$ cat src/rtl/csync_rx_pkg.sv
package csync_rx_pkg;
  localparam int unsigned DATA_W = 8;
  localparam int unsigned CNT_W  = $clog2(DATA_W);

  // LSB-first shift: the newest bit enters at the top, so the first bit
  // ends at position 0 after DATA_W shifts.
  function automatic logic [DATA_W-1:0] shift_in(input logic [DATA_W-1:0] word,
                                                 input logic bit_in);
    return {bit_in, word[DATA_W-1:1]};
  endfunction

  function automatic logic last_bit(input logic [CNT_W-1:0] cnt);
    return cnt == CNT_W'(DATA_W - 1);
  endfunction
endpackage

$ cat src/rtl/csync_rx_sync.sv
module csync_rx_sync #(
  parameter int unsigned STAGES   = 2,
  parameter logic        IDLE_SCK = 1'b1
) (
  input  logic clk,
  input  logic rst_n,
  input  logic sck_in,
  input  logic sdat_in,
  output logic sck_rise,
  output logic sdat_s
);
  logic [STAGES-1:0] sck_pipe;
  logic [STAGES-1:0] dat_pipe;
  logic              sck_prev;

  always_ff @(posedge clk or negedge rst_n) begin
    if (!rst_n) begin
      sck_pipe <= {STAGES{IDLE_SCK}};
      dat_pipe <= '0;
      sck_prev <= IDLE_SCK;
    end else begin
      sck_pipe <= {sck_pipe[STAGES-2:0], sck_in};
      dat_pipe <= {dat_pipe[STAGES-2:0], sdat_in};
      sck_prev <= sck_pipe[STAGES-1];
    end
  end

  assign sck_rise = sck_pipe[STAGES-1] & ~sck_prev;
  assign sdat_s   = dat_pipe[STAGES-1];

  AST_RISE_SINGLE: assert property (@(posedge clk) disable iff (!rst_n)
    sck_rise |=> !sck_rise);
endmodule

$ cat src/rtl/csync_rx_shift.sv
module csync_rx_shift
  import csync_rx_pkg::*;
(
  input  logic              clk,
  input  logic              rst_n,
  input  logic              rx_en,
  input  logic              sck_rise,
  input  logic              sdat_s,
  output logic              frame_v,
  output logic [DATA_W-1:0] frame_word
);
  logic [CNT_W-1:0]  cnt_q;
  logic [DATA_W-1:0] sh_q;
  logic [DATA_W-1:0] sh_next;
  logic              take_bit;

  assign take_bit = rx_en & sck_rise;
  assign sh_next  = shift_in(sh_q, sdat_s);

  always_ff @(posedge clk or negedge rst_n) begin
    if (!rst_n) begin
      cnt_q      <= '0;
      sh_q       <= '0;
      frame_v    <= 1'b0;
      frame_word <= '0;
    end else begin
      frame_v <= 1'b0;
      if (!rx_en) begin
        cnt_q <= '0;
        sh_q  <= '0;
      end else if (take_bit) begin
        sh_q  <= sh_next;
        cnt_q <= last_bit(cnt_q) ? '0 : cnt_q + 1'b1;
        if (last_bit(cnt_q)) begin
          frame_v    <= 1'b1;
          frame_word <= sh_next;
        end
      end
    end
  end

  AST_ABORT_CLEARS: assert property (@(posedge clk) disable iff (!rst_n)
    !rx_en |=> (cnt_q == '0) && !frame_v);
  AST_FRAME_PULSE: assert property (@(posedge clk) disable iff (!rst_n)
    frame_v |=> !frame_v);
endmodule

$ cat src/rtl/csync_rx_ctrl.sv
module csync_rx_ctrl
  import csync_rx_pkg::*;
(
  input  logic              clk,
  input  logic              rst_n,
  input  logic              rx_en,
  input  logic              rie,
  input  logic              rts_use,
  input  logic              rd_stb,
  input  logic              ovf_clr,
  input  logic              frame_v,
  input  logic [DATA_W-1:0] frame_word,
  output logic [DATA_W-1:0] rdata,
  output logic              ovf_flag,
  output logic              done_irq,
  output logic              err_irq,
  output logic              rts_n
);
  logic full_q;
  logic full_d;
  logic ovf_d;
  logic store_w;
  logic drop_w;

  assign store_w = frame_v & ~full_q & ~ovf_flag;
  assign drop_w  = frame_v & (full_q | ovf_flag);

  always_comb begin
    full_d = full_q;
    if (store_w)     full_d = 1'b1;
    else if (rd_stb) full_d = 1'b0;
    ovf_d = ovf_flag;
    if (drop_w)       ovf_d = 1'b1;
    else if (ovf_clr) ovf_d = 1'b0;
  end

  always_ff @(posedge clk or negedge rst_n) begin
    if (!rst_n) begin
      rdata    <= '0;
      full_q   <= 1'b0;
      ovf_flag <= 1'b0;
      done_irq <= 1'b0;
      err_irq  <= 1'b0;
      rts_n    <= 1'b1;
    end else begin
      if (store_w) rdata <= frame_word;
      full_q   <= full_d;
      ovf_flag <= ovf_d;
      done_irq <= store_w & rie;
      err_irq  <= drop_w & rie;
      rts_n    <= ~(rx_en & rts_use & ~full_d);
    end
  end

  AST_DROP_KEEPS_DATA: assert property (@(posedge clk) disable iff (!rst_n)
    drop_w |=> $stable(rdata));
  AST_OVF_STICKY: assert property (@(posedge clk) disable iff (!rst_n)
    (ovf_flag && !ovf_clr) |=> ovf_flag);
  AST_IRQ_EXCLUSIVE: assert property (@(posedge clk) disable iff (!rst_n)
    !(done_irq && err_irq));
  AST_ERR_NEEDS_RIE: assert property (@(posedge clk) disable iff (!rst_n)
    drop_w && !rie |=> !err_irq);
  AST_RTS_OFF: assert property (@(posedge clk) disable iff (!rst_n)
    !(rx_en && rts_use) |=> rts_n);
endmodule

$ cat src/rtl/csync_rx.sv
module csync_rx
  import csync_rx_pkg::*;
(
  input  logic              clk,
  input  logic              rst_n,
  input  logic              sck_in,
  input  logic              sdat_in,
  input  logic              rx_en,
  input  logic              rie,
  input  logic              rts_use,
  input  logic              rd_stb,
  input  logic              ovf_clr,
  output logic [DATA_W-1:0] rdata,
  output logic              ovf_flag,
  output logic              done_irq,
  output logic              err_irq,
  output logic              rts_n
);
  logic              rise_w;
  logic              bit_w;
  logic              frame_v_w;
  logic [DATA_W-1:0] frame_word_w;

  csync_rx_sync #(.STAGES(2), .IDLE_SCK(1'b1)) i_sync (
    .clk(clk), .rst_n(rst_n), .sck_in(sck_in), .sdat_in(sdat_in),
    .sck_rise(rise_w), .sdat_s(bit_w)
  );

  csync_rx_shift i_shift (
    .clk(clk), .rst_n(rst_n), .rx_en(rx_en), .sck_rise(rise_w),
    .sdat_s(bit_w), .frame_v(frame_v_w), .frame_word(frame_word_w)
  );

  csync_rx_ctrl i_ctrl (
    .clk(clk), .rst_n(rst_n), .rx_en(rx_en), .rie(rie), .rts_use(rts_use),
    .rd_stb(rd_stb), .ovf_clr(ovf_clr), .frame_v(frame_v_w),
    .frame_word(frame_word_w), .rdata(rdata), .ovf_flag(ovf_flag),
    .done_irq(done_irq), .err_irq(err_irq), .rts_n(rts_n)
  );

  AST_DONE_ONLY_ON_FRAME: assert property (@(posedge clk) disable iff (!rst_n)
    done_irq |-> $past(frame_v_w));
  AST_RTS_HIGH_ON_STORE: assert property (@(posedge clk) disable iff (!rst_n)
    done_irq |-> rts_n);
endmodule

$ cat config.mk
export PLATFORM = sky130hd
export DESIGN_NAME = csync_rx
export DESIGN_NICKNAME = d
export VERILOG_FILES = /design/src/rtl/csync_rx_pkg.sv /design/src/rtl/csync_rx_sync.sv /design/src/rtl/csync_rx_shift.sv /design/src/rtl/csync_rx_ctrl.sv /design/src/rtl/csync_rx.sv
export SDC_FILE = /design/constraint.sdc
export NUM_CORES = 1
export LEC_CHECK = 0
export CAP_MARGIN = 20
export CORE_MARGIN = 5
export CORE_UTILIZATION = 52
export CTS_CLUSTER_SIZE = 16
export DETAILED_ROUTE_END_ITERATION = 12
export GPL_ROUTABILITY_DRIVEN = 0
export PLACE_DENSITY_LB_ADDON = 0.05
export SLEW_MARGIN = 20
export SYNTH_ARGS = -nofsm -noshare
export SYNTH_HDL_FRONTEND = slang
export SYNTH_SLANG_ARGS = --single-unit
$ cat constraint.sdc
create_clock -name clk -period 2 [get_ports clk]
set_clock_uncertainty 0.15 [all_clocks]
set_input_delay 0.4 -clock clk [delete_from_list [all_inputs] [get_ports clk]]
set_output_delay 0.4 -clock clk [all_outputs]
set_load 0.01 [all_outputs]
==> impl_metrics.json <==
{
  "cts_root_buf": "clkbuf_4",
  "nNetsFinal": 141,
  "synthArstFlopShare_pct": 100,
  "synth_ff_type": "dfrtp_1",
  "multiInputGateArea_um2": 447,
  "core_um2": 2540,
  "worst_setup_path_start_kind": "register",
  "cts.reportedPaths.clkPinSlew_ns": 0.10,
  "critPathKind": "reg -> out",
  "cts_tree": "yes",
  "netlist_area_um2": 1410,
  "antenna_found_initial": 0,
  "nFillCells": 195,
  "seq_area_um2": 932,
  "num_vias": 830,
  "fin_crit_sh_pct": 96.9,
  "ys_ff_latch": 37,
  "drtIter0Drc": 11,
  "max_cap_violations": 0,
  "critical_path_buf_inv_count": 1,
  "postCtsHoldBufs": 0,
  "slew_headroom_pct": 65.1,
  "drc": 0,
  "syn_inst": 103,
  "drive_above_1_share_pct": 25.2,
  "grt_max_degree": 38,
  "synth_top_area_share_pct": 58.6,
  "layout_min_cycle_time_ns": 1.94,
  "grt_pass1_vias": 864,
  "ys_warn_count": 0,
  "std_cell_rows": 18,
  "wl_per_cell_um": 13.9,
  "via_per_inst": 5.16,
  "crit_chain": "clkdlybuf4s50_1",
  "worst_slew_pin_slew_ns": 0.522,
  "grt_pass1_wl_mm": 3.91,
  "ys_top_cells_by_count": "dfrtp_1 (33), nand2_1 (18), mux2_2 (16)",
  "critPathSlowestCell": "dfstp_2",
  "die_w_um": 62.1,
  "slowest_delay_ns": 0.53,
  "syn_nets": 114,
  "yosys-top-cells-area": "dfrtp_1 (59%), mux2_2 (13%), dfstp_2 (7.5%)",
  "post-synth-top-area-cell": "dfrtp_1",
  "dp.cells": 153,
  "leakage_nw": 0.803,
  "ir_drop_mv": 0.695,
  "final-hold-violation-count": 0,
  "synth_most_common_cell": "dfrtp_1",
  "rsz0062_at_grt": "no",
  "cpLargestDelayFamily": "flip-flops",
  "power-per-cell-area_nw_per_um2": 716,
  "synth_edf_count": 0,
  "cts.htree.levels": 2,
  "drv_slew": 0,
  "end_kind": "primary output",
  "die-area_um2": 3850,
  "fmax_mhz": 516,
  "boundaryPins": 21,
  "path_max_fanout": 1,
  "grt.total_usage_pct": 14.9,
  "numCtsBuffers": 5,
  "hold_path.class": "reg -> reg",
  "cts_sinks": 37,
  "fin_cells": 161,
  "port_buffers": 20,
  "start_util_pct": 55.4,
  "grt_overflow": 0,
  "ys_seq_area_share_pct": 66.1,
  "clk_path_buf_depth": 2,
  "cp.arrival_ns": 1.39,
  "dieHeight_um": 62.1,
  "ys_types": 21,
  "postCtsSetupRepairBufs": 0,
  "syn_avg_cell_area_um2": 13.7,
  "drt_wl_total_mm": 2.24,
  "ant_nets": 0,
  "clock_latency_ns": 0.34,
  "place_hpwl_mm": 1.53,
  "setup_viol": 0,
  "worst_ep_required_time_ns": 1.45,
  "first_pass_iters": 4,
  "outcome": "completed",
  "diodes": 0,
  "timing.setup.tns_ns": 0,
  "areaGrowthSynthToFinish_pct": 21.6
}
## where the power goes
part	leakage [nW]	switching (mW)	total [mW]	internal [mW]
registers	0.496	0.00524	0.766	0.761
logic	0.275	0.0300	0.0576	0.0276
clock network	0.0326	0.229	0.402	0.173
total	0.803	0.264	1.23	0.962
## state kept, by name, summed over array words and instances, names as in the netlist
signal and cells:
i_sync.sck_prev 1, i_shift.frame_word 8, i_ctrl.rdata 8, i_shift.sh_q 7, i_sync.sck_pipe 2, i_shift.cnt_q 3
i_ctrl.ovf_flag 1, i_ctrl.rts_n 1, i_sync.dat_pipe 2, i_shift.frame_v 1, i_ctrl.err_irq 1, i_ctrl.full_q 1
i_ctrl.done_irq 1
## final timing paths
kind | startpoint | end | slack (ns) | cells after the start
worst max-delay path | i_ctrl.rts_n$_DFF_PN1_ | rts_n | 0.06 | 1
worst min-delay path | i_sync.sck_pipe[0]$_DFF_PN1_ | i_sync.sck_pipe[1]$_DFF_PN1_ | 0.21 | 0
worst max register to register | i_ctrl.ovf_flag$_DFFE_PN0P_ | i_ctrl.rdata[7]$_DFFE_PN0P_ | 0.39 | 2
worst min register to register | i_sync.sck_pipe[0]$_DFF_PN1_ | i_sync.sck_pipe[1]$_DFF_PN1_ | 0.21 | 0
max in group asynchronous | rst_n | i_sync.sck_pipe[0]$_DFF_PN1_ | 1.04 | 2
min in group asynchronous | rst_n | i_shift.frame_word[2]$_DFFE_PN0P_ | 0.32 | 2
## area by class of cell
class / count / share of cell area (%)
sequential: 37 / 54.4
multi-input combinational: 59 / 26.1
timing repair buffer: 23 / 13.0
clock buffer: 8 / 3.43
tap: 30 / 2.19
inverter: 4 / 0.877
## metrics by stage
step	instance area [um^2]	worst slack, ns	power, mW	hold WS, ns	utilization (%)
floorplan	1410	0.492	0.800	-0.0456	-
global placement	1650	0.341	0.839	0.188	64.9
detailed placement	1650	0.317	0.840	0.190	64.9
CTS	1710	0.0351	1.25	0.214	67.3
global route	1710	0.0187	1.29	0.220	67.3
finish	1710	0.0616	1.23	0.212	67.3
## logic make-up after synthesis
kind of cell / synth area share, %
fa+ha+maj: 1.78
mux: 12.8
simple gates: 10.7
compound gates: 5.86
flops: 66.1
xor+xnor: 0.622
buf+inv: 2.22
## per-layer routing
metal	vias up	share of wire, %	routed length, um	GRT usage [%]
met5	-	0	0	0
met4	0	2.4	53	8.18
met3	8	5.9	133	6.20
met2	18	45	1020	22.0
met1	406	46	1030	18.6
li1	398	-	-	-
## cell usage in the layout (no fill, tap or decap), drive strengths merged, types with 2 or more instances in the layout
cell and count:
dfstp 4, inv 4, a21oi 3, nor2 2
nand2 18, nand3 2, dfrtp 33, ha 2
a21boi 9, clkbuf 8, clkdlybuf4s50 20, buf 3
mux2 16
## what timing repair did
item	CTS	global route
setup endpoints to repair	0	1
gates resized for setup	0	1
endpoints found under the hold margin	0	0
Note: power is estimated with default switching activity, not from simulation.
